==> src/rtl/pcsr_pkg.sv <==
package pcsr_pkg;
  localparam int PC_W   = 24;
  localparam int FLAG_W = 4;
  localparam int MODE_W = 2;
  localparam int WORD_W = FLAG_W + 2 + PC_W + MODE_W;
  localparam int ADDR_W = PC_W + 2;
  localparam logic [3:0] PC_INDEX = 4'd15;
  localparam logic [MODE_W-1:0] USER_MODE = '0;
  localparam logic [1:0] PORT_RM = 2'd0;
  localparam logic [1:0] PORT_RS = 2'd2;

  typedef struct packed {
    logic wrPc;
    logic incPc;
    logic wrFlagsAlu;
    logic wrFlagsRes;
    logic wrCtl;
    logic addThree;
  } strobes_t;
endpackage

==> src/rtl/pcsr_ctrl.sv <==
module pcsr_ctrl
  import pcsr_pkg::*;
(
  input  logic              exValid,
  input  logic              fetchEn,
  input  logic [3:0]        dstIdx,
  input  logic              sBit,
  input  logic              isCompare,
  input  logic [1:0]        portSel,
  input  logic              regShift,
  input  logic [MODE_W-1:0] curMode,
  output strobes_t          st
);
  logic toPc;
  logic userMode;

  always_comb begin
    toPc           = (dstIdx == PC_INDEX);
    userMode       = (curMode == USER_MODE);
    st.wrPc        = exValid && toPc && !isCompare;
    st.incPc       = fetchEn && !st.wrPc;
    st.wrFlagsAlu  = exValid && !toPc && sBit;
    st.wrFlagsRes  = exValid && toPc && sBit;
    st.wrCtl       = st.wrFlagsRes && !userMode;
    st.addThree    = regShift && (portSel != PORT_RS);
  end
endmodule

==> src/rtl/pcsr_dp.sv <==
module pcsr_dp
  import pcsr_pkg::*;
#(
  parameter logic [1:0] RESET_MODE = 2'b11
) (
  input  logic              clk,
  input  logic              rstN,
  input  strobes_t          st,
  input  logic [WORD_W-1:0] resultBus,
  input  logic [FLAG_W-1:0] aluFlags,
  input  logic [ADDR_W-1:0] instrAddr,
  input  logic [1:0]        portSel,
  output logic [WORD_W-1:0] operandOut,
  output logic [PC_W-1:0]   pcWord,
  output logic [FLAG_W-1:0] condFlags,
  output logic              irqMask,
  output logic              fiqMask,
  output logic [MODE_W-1:0] modeBits
);
  logic [PC_W-1:0] pcView;

  always_ff @(posedge clk) begin
    if (!rstN) begin
      pcWord    <= '0;
      condFlags <= '0;
      irqMask   <= 1'b1;
      fiqMask   <= 1'b1;
      modeBits  <= RESET_MODE;
    end else begin
      if (st.wrPc)       pcWord <= resultBus[PC_W+1:2];
      else if (st.incPc) pcWord <= pcWord + 1'b1;

      if (st.wrFlagsAlu)      condFlags <= aluFlags;
      else if (st.wrFlagsRes) condFlags <= resultBus[WORD_W-1 -: FLAG_W];

      if (st.wrCtl) begin
        irqMask  <= resultBus[PC_W+3];
        fiqMask  <= resultBus[PC_W+2];
        modeBits <= resultBus[MODE_W-1:0];
      end
    end
  end

  always_comb begin
    pcView = instrAddr[ADDR_W-1:2] + (st.addThree ? PC_W'(3) : PC_W'(2));
    if (portSel == PORT_RM)
      operandOut = {condFlags, irqMask, fiqMask, pcView, modeBits};
    else
      operandOut = {{(FLAG_W+2){1'b0}}, pcView, {MODE_W{1'b0}}};
  end
endmodule

==> src/rtl/pcsr_unit.sv <==
module pcsr_unit
  import pcsr_pkg::*;
#(
  parameter logic [1:0] RESET_MODE = 2'b11
) (
  input  logic        clk,
  input  logic        rstN,
  input  logic        exValid,
  input  logic        fetchEn,
  input  logic [31:0] resultBus,
  input  logic [3:0]  aluFlags,
  input  logic [3:0]  dstIdx,
  input  logic        sBit,
  input  logic        isCompare,
  input  logic [1:0]  portSel,
  input  logic        regShift,
  input  logic [25:0] instrAddr,
  output logic [31:0] operandOut,
  output logic [23:0] pcWord,
  output logic [3:0]  condFlags,
  output logic        irqMask,
  output logic        fiqMask,
  output logic [1:0]  modeBits
);
  strobes_t st;

  pcsr_ctrl u_ctrl (
    .exValid(exValid), .fetchEn(fetchEn), .dstIdx(dstIdx), .sBit(sBit),
    .isCompare(isCompare), .portSel(portSel), .regShift(regShift),
    .curMode(modeBits), .st(st)
  );

  pcsr_dp #(.RESET_MODE(RESET_MODE)) u_dp (
    .clk(clk), .rstN(rstN), .st(st), .resultBus(resultBus),
    .aluFlags(aluFlags), .instrAddr(instrAddr), .portSel(portSel),
    .operandOut(operandOut), .pcWord(pcWord), .condFlags(condFlags),
    .irqMask(irqMask), .fiqMask(fiqMask), .modeBits(modeBits)
  );
endmodule

==> config.mk <==
export PLATFORM = sky130hd
export DESIGN_NAME = pcsr_unit
export DESIGN_NICKNAME = d
export VERILOG_FILES = /design/src/rtl/pcsr_pkg.sv /design/src/rtl/pcsr_ctrl.sv /design/src/rtl/pcsr_dp.sv /design/src/rtl/pcsr_unit.sv
export SDC_FILE = /design/constraint.sdc
export NUM_CORES = 1
export LEC_CHECK = 0
export BUFFER_PORTS_ARGS = -buffer_cell sky130_fd_sc_hd__buf_2
export CELL_PAD_IN_SITES_DETAIL_PLACEMENT = 0
export CELL_PAD_IN_SITES_GLOBAL_PLACEMENT = 1
export CORE_AREA = 2 2 72 108
export DETAILED_ROUTE_END_ITERATION = 10
export DIE_AREA = 0 0 74 110
export GPL_TIMING_DRIVEN = 0
export HOLD_SLACK_MARGIN = 0.03
export PLACE_DENSITY_LB_ADDON = 0.1
export SLEW_MARGIN = 15
export SYNTH_ARGS = -nofsm -noshare
export SYNTH_HDL_FRONTEND = slang
export SYNTH_HIERARCHICAL = 1
export SYNTH_SLANG_ARGS = --single-unit
==> constraint.sdc <==
create_clock -name clk -period 5.9 [get_ports clk]
set_clock_uncertainty 0.1 [all_clocks]
set_input_delay 0.59 -clock clk [delete_from_list [all_inputs] [get_ports clk]]
set_output_delay 0.59 -clock clk [all_outputs]
set_load 0.05 [all_outputs]
==> impl_metrics.yaml <==
run_status:
  outcome: "finished clean"
worst_setup_path:
  start_kind: "input port"
  rr_worst_depth: 6
  crit_arrival_ns: 2.92
  worst_setup_path_end_kind: "output pin"
  path_class: "input port to output pin"
  path_depth: 10
  cp.required_ns: 5.21
  crit_chain: "buf_2 > inv_1 > a21boi_0 > ha_1 > inv_1 > ha_1 > nor4_1 > nand4_1 > xnor2_1 > buf_2"
  path_max_fanout: 6
  cp_num_buf_inv: 4
  cp_slowest_stage_delay_ns: 0.86
  critical_path.top_delay_family: "simple AND/OR/NAND/NOR gates"
  crit_slowest_cell: "nor4_1"
die:
  rows: 38
  ioPinCount: 139
  start_util_pct: 30.1
  die_w_um: 74
  fp.dieH_um: 110
  design.core.area_sq_um: 7180
  dieArea_sq_um: 8140
synthesis:
  async_reset_ff_share_pct: 0
  synth-seq-cells: 32
  synth_top_family_by_area: "simple AND/OR/NAND/NOR gates"
  syn_area_per_cell_sq_um: 7.94
  netlist_area_sq_um: 2160
  synth_area_leader_cell: "dfxtp_1"
  ys.flop_type: "dfxtp_1"
  synth_compound_area_share_pct: 16.2
  synth_top_area_share_pct: 29.6
  synthXorXnorAreaFrac_pct: 14.2
  yosysSeqAreaShare_pct: 29.6
  synth_cells: 272
  synth_common_cells: "dfxtp_1, nand2_1, o21ai_0, xnor2_1, and2_1"
  synth_mux_area_share_pct: 4.17
  yosysUniqueCellTypes: 35
  yosys_warnings: 6
  synth_most_common_cell: "dfxtp_1"
  yosys.area_share.simple_pct: 30.3
  synthesis.nets: 350
  synthTopCellsByArea: "dfxtp_1, xnor2_1, o21ai_0"
  synth-edff-count: 0
  synthAdderAreaFrac_pct: 1.74
routing:
  ant_nets: 0
  drt_iter0_drc: 71
  routed_wl_mm: 6.98
  wl_per_cell_um: 13.6
  num_vias: 2473
  vias_per_cell: 4.80
  drc: 0
  first_pass_iters: 4
cts:
  cts_root_buffer: "clkbuf_8"
  clkTransAtPathRegs_ns: 0.07
  cts_tree: "yes"
  cts_resized: 0
  clock_sinks: 32
  cts_setup_buffers: 0
  cts_max_level: 2
  ctsHoldBuffers: 0
  worstSkewPairLatency_ns: 0.28
  cts-buffers-inserted: 5
  cts_buffer_depth: 2
power_and_ir_drop:
  power.density_nw_per_um2: 178
  power.leakage_nw: 1.39
  irDropWorstVdd_v: 0.000134
  totalPowerFinal_mw: 0.542
sta:
  fmax_mhz: 277
  hold_violations: 0
  setup_tns_ns: 0
  hold_slack_ns: 0.396
  setup-violations-final: 0
  rsz0062_at_grt: "no"
  worst_pin_slew_ns: 0.967
  post-route-min-period_ns: 3.61
  drv_slew: 0
  fin_crit_sh_pct: 61.2
  slew_headroom_pct: 35.0
layout:
  drive_gt1_share_pct: 35.7
  nNetsFinal: 493
  diodes: 0
  area_delta_synth_final_pct: 41.2
  layoutNonFillerInstCount: 515
hold_path:
  hold_path.class: "register to register"
  holdPathStages: 2
placement:
  dp_cells: 508
  port_buffers: 136
  finalWeightedCongestion: 0.796
  dp_hpwl_mm: 5.76
global_routing:
  antenna_found_initial: 0
  grt_use_total_pct: 16.9
  overflow: 0
  grt_pass1_vias: 2229
  grt_max_degree: 11
  grt_pass1_wl_mm: 10.6
run:
  drv_cap: 0
[power breakdown]
part | internal [mW] | switching [mW]
logic | 0.0480 | 0.104
clock network | 0.0802 | 0.0825
registers | 0.221 | 0.00599
[final cells by class]
class                   instances  area, sq um
clock inverters                 1         5.00
flip-flops and latches         32          641
clock buffers                   6         72.6
repair buffers                136          681
fillers                       787         4130
well taps                     100          125
inverters                       8         30.0
plain buffers                  13         51.3
multi-input cells             219         1450
[registers in the layout, indices dropped and copies added, names as in the netlist]
| name | flops |
|---|---|
| u_dp/pcWord | 24 |
| u_dp/modeBits | 2 |
| u_dp/condFlags | 4 |
| u_dp/irqMask | 1 |
| u_dp/fiqMask | 1 |
[worst min-delay path: stages, from the launching register on]
cell and delay [ns]:
dfxtp_1 0.34, mux2i_1 0.07, nand2_1 0.06
[worst paths after layout]
check | from | to | slack [ns]
max | portSel[0] | operandOut[24] | 2.29
min | u_dp/irqMask$_SDFFE_PN1P_ | u_dp/irqMask$_SDFFE_PN1P_ | 0.40
max reg2reg | u_dp/pcWord[0]$_SDFFE_PN0P_ | u_dp/pcWord[20]$_SDFFE_PN0P_ | 3.88
min reg2reg | u_dp/irqMask$_SDFFE_PN1P_ | u_dp/irqMask$_SDFFE_PN1P_ | 0.40
[cell usage in the layout, fill, tap and decap left out, types with 5 or more instances in the layout]
cell type,instances
clkbuf_1,12
o21ai_0,24
buf_2,136
nor4_1,5
dfxtp_1,32
nand3_1,12
nor2_1,8
nand4_1,13
xnor2_1,23
nand2_1,28
and2_1,16
xor2_1,12
a21oi_1,9
inv_1,8
nor3_1,7
and3_1,5
a31oi_1,6
mux2i_1,9
clkbuf_8,5
[logic make-up after synthesis]
| logic type | count (synthesis) |
|---|---|
| multiplexers | 9 |
| AND/OR/NAND/NOR | 116 |
| XOR/XNOR | 35 |
| flip-flops | 32 |
| AO/OA/AOI/OAI | 56 |
| buffers and inverters | 21 |
| adder cells (fa/ha/maj) | 3 |
[metrics by stage]
stage	util [%]	setup slack (ns)	area, sq um
floorplan	-	2.35	2160
global placement	41.3	2.27	2970
detailed placement	41.3	2.22	2970
CTS	42.4	2.22	3040
global route	42.5	1.98	3050
finish	42.5	2.29	3050
[routing by layer]
metal / vias up / wire, um / GRT usage (%) / share of wire [%]
li1: 1265 / - / - / -
met1: 1089 / 2500 / 17.0 / 36
met2: 112 / 3790 / 33.3 / 54
met3: 7 / 561 / 2.82 / 8.0
met4: 0 / 131 / 6.49 / 1.9
met5: - / 0 / 0 / 0
No activity file was read; power rests on OpenSTA's default activity.
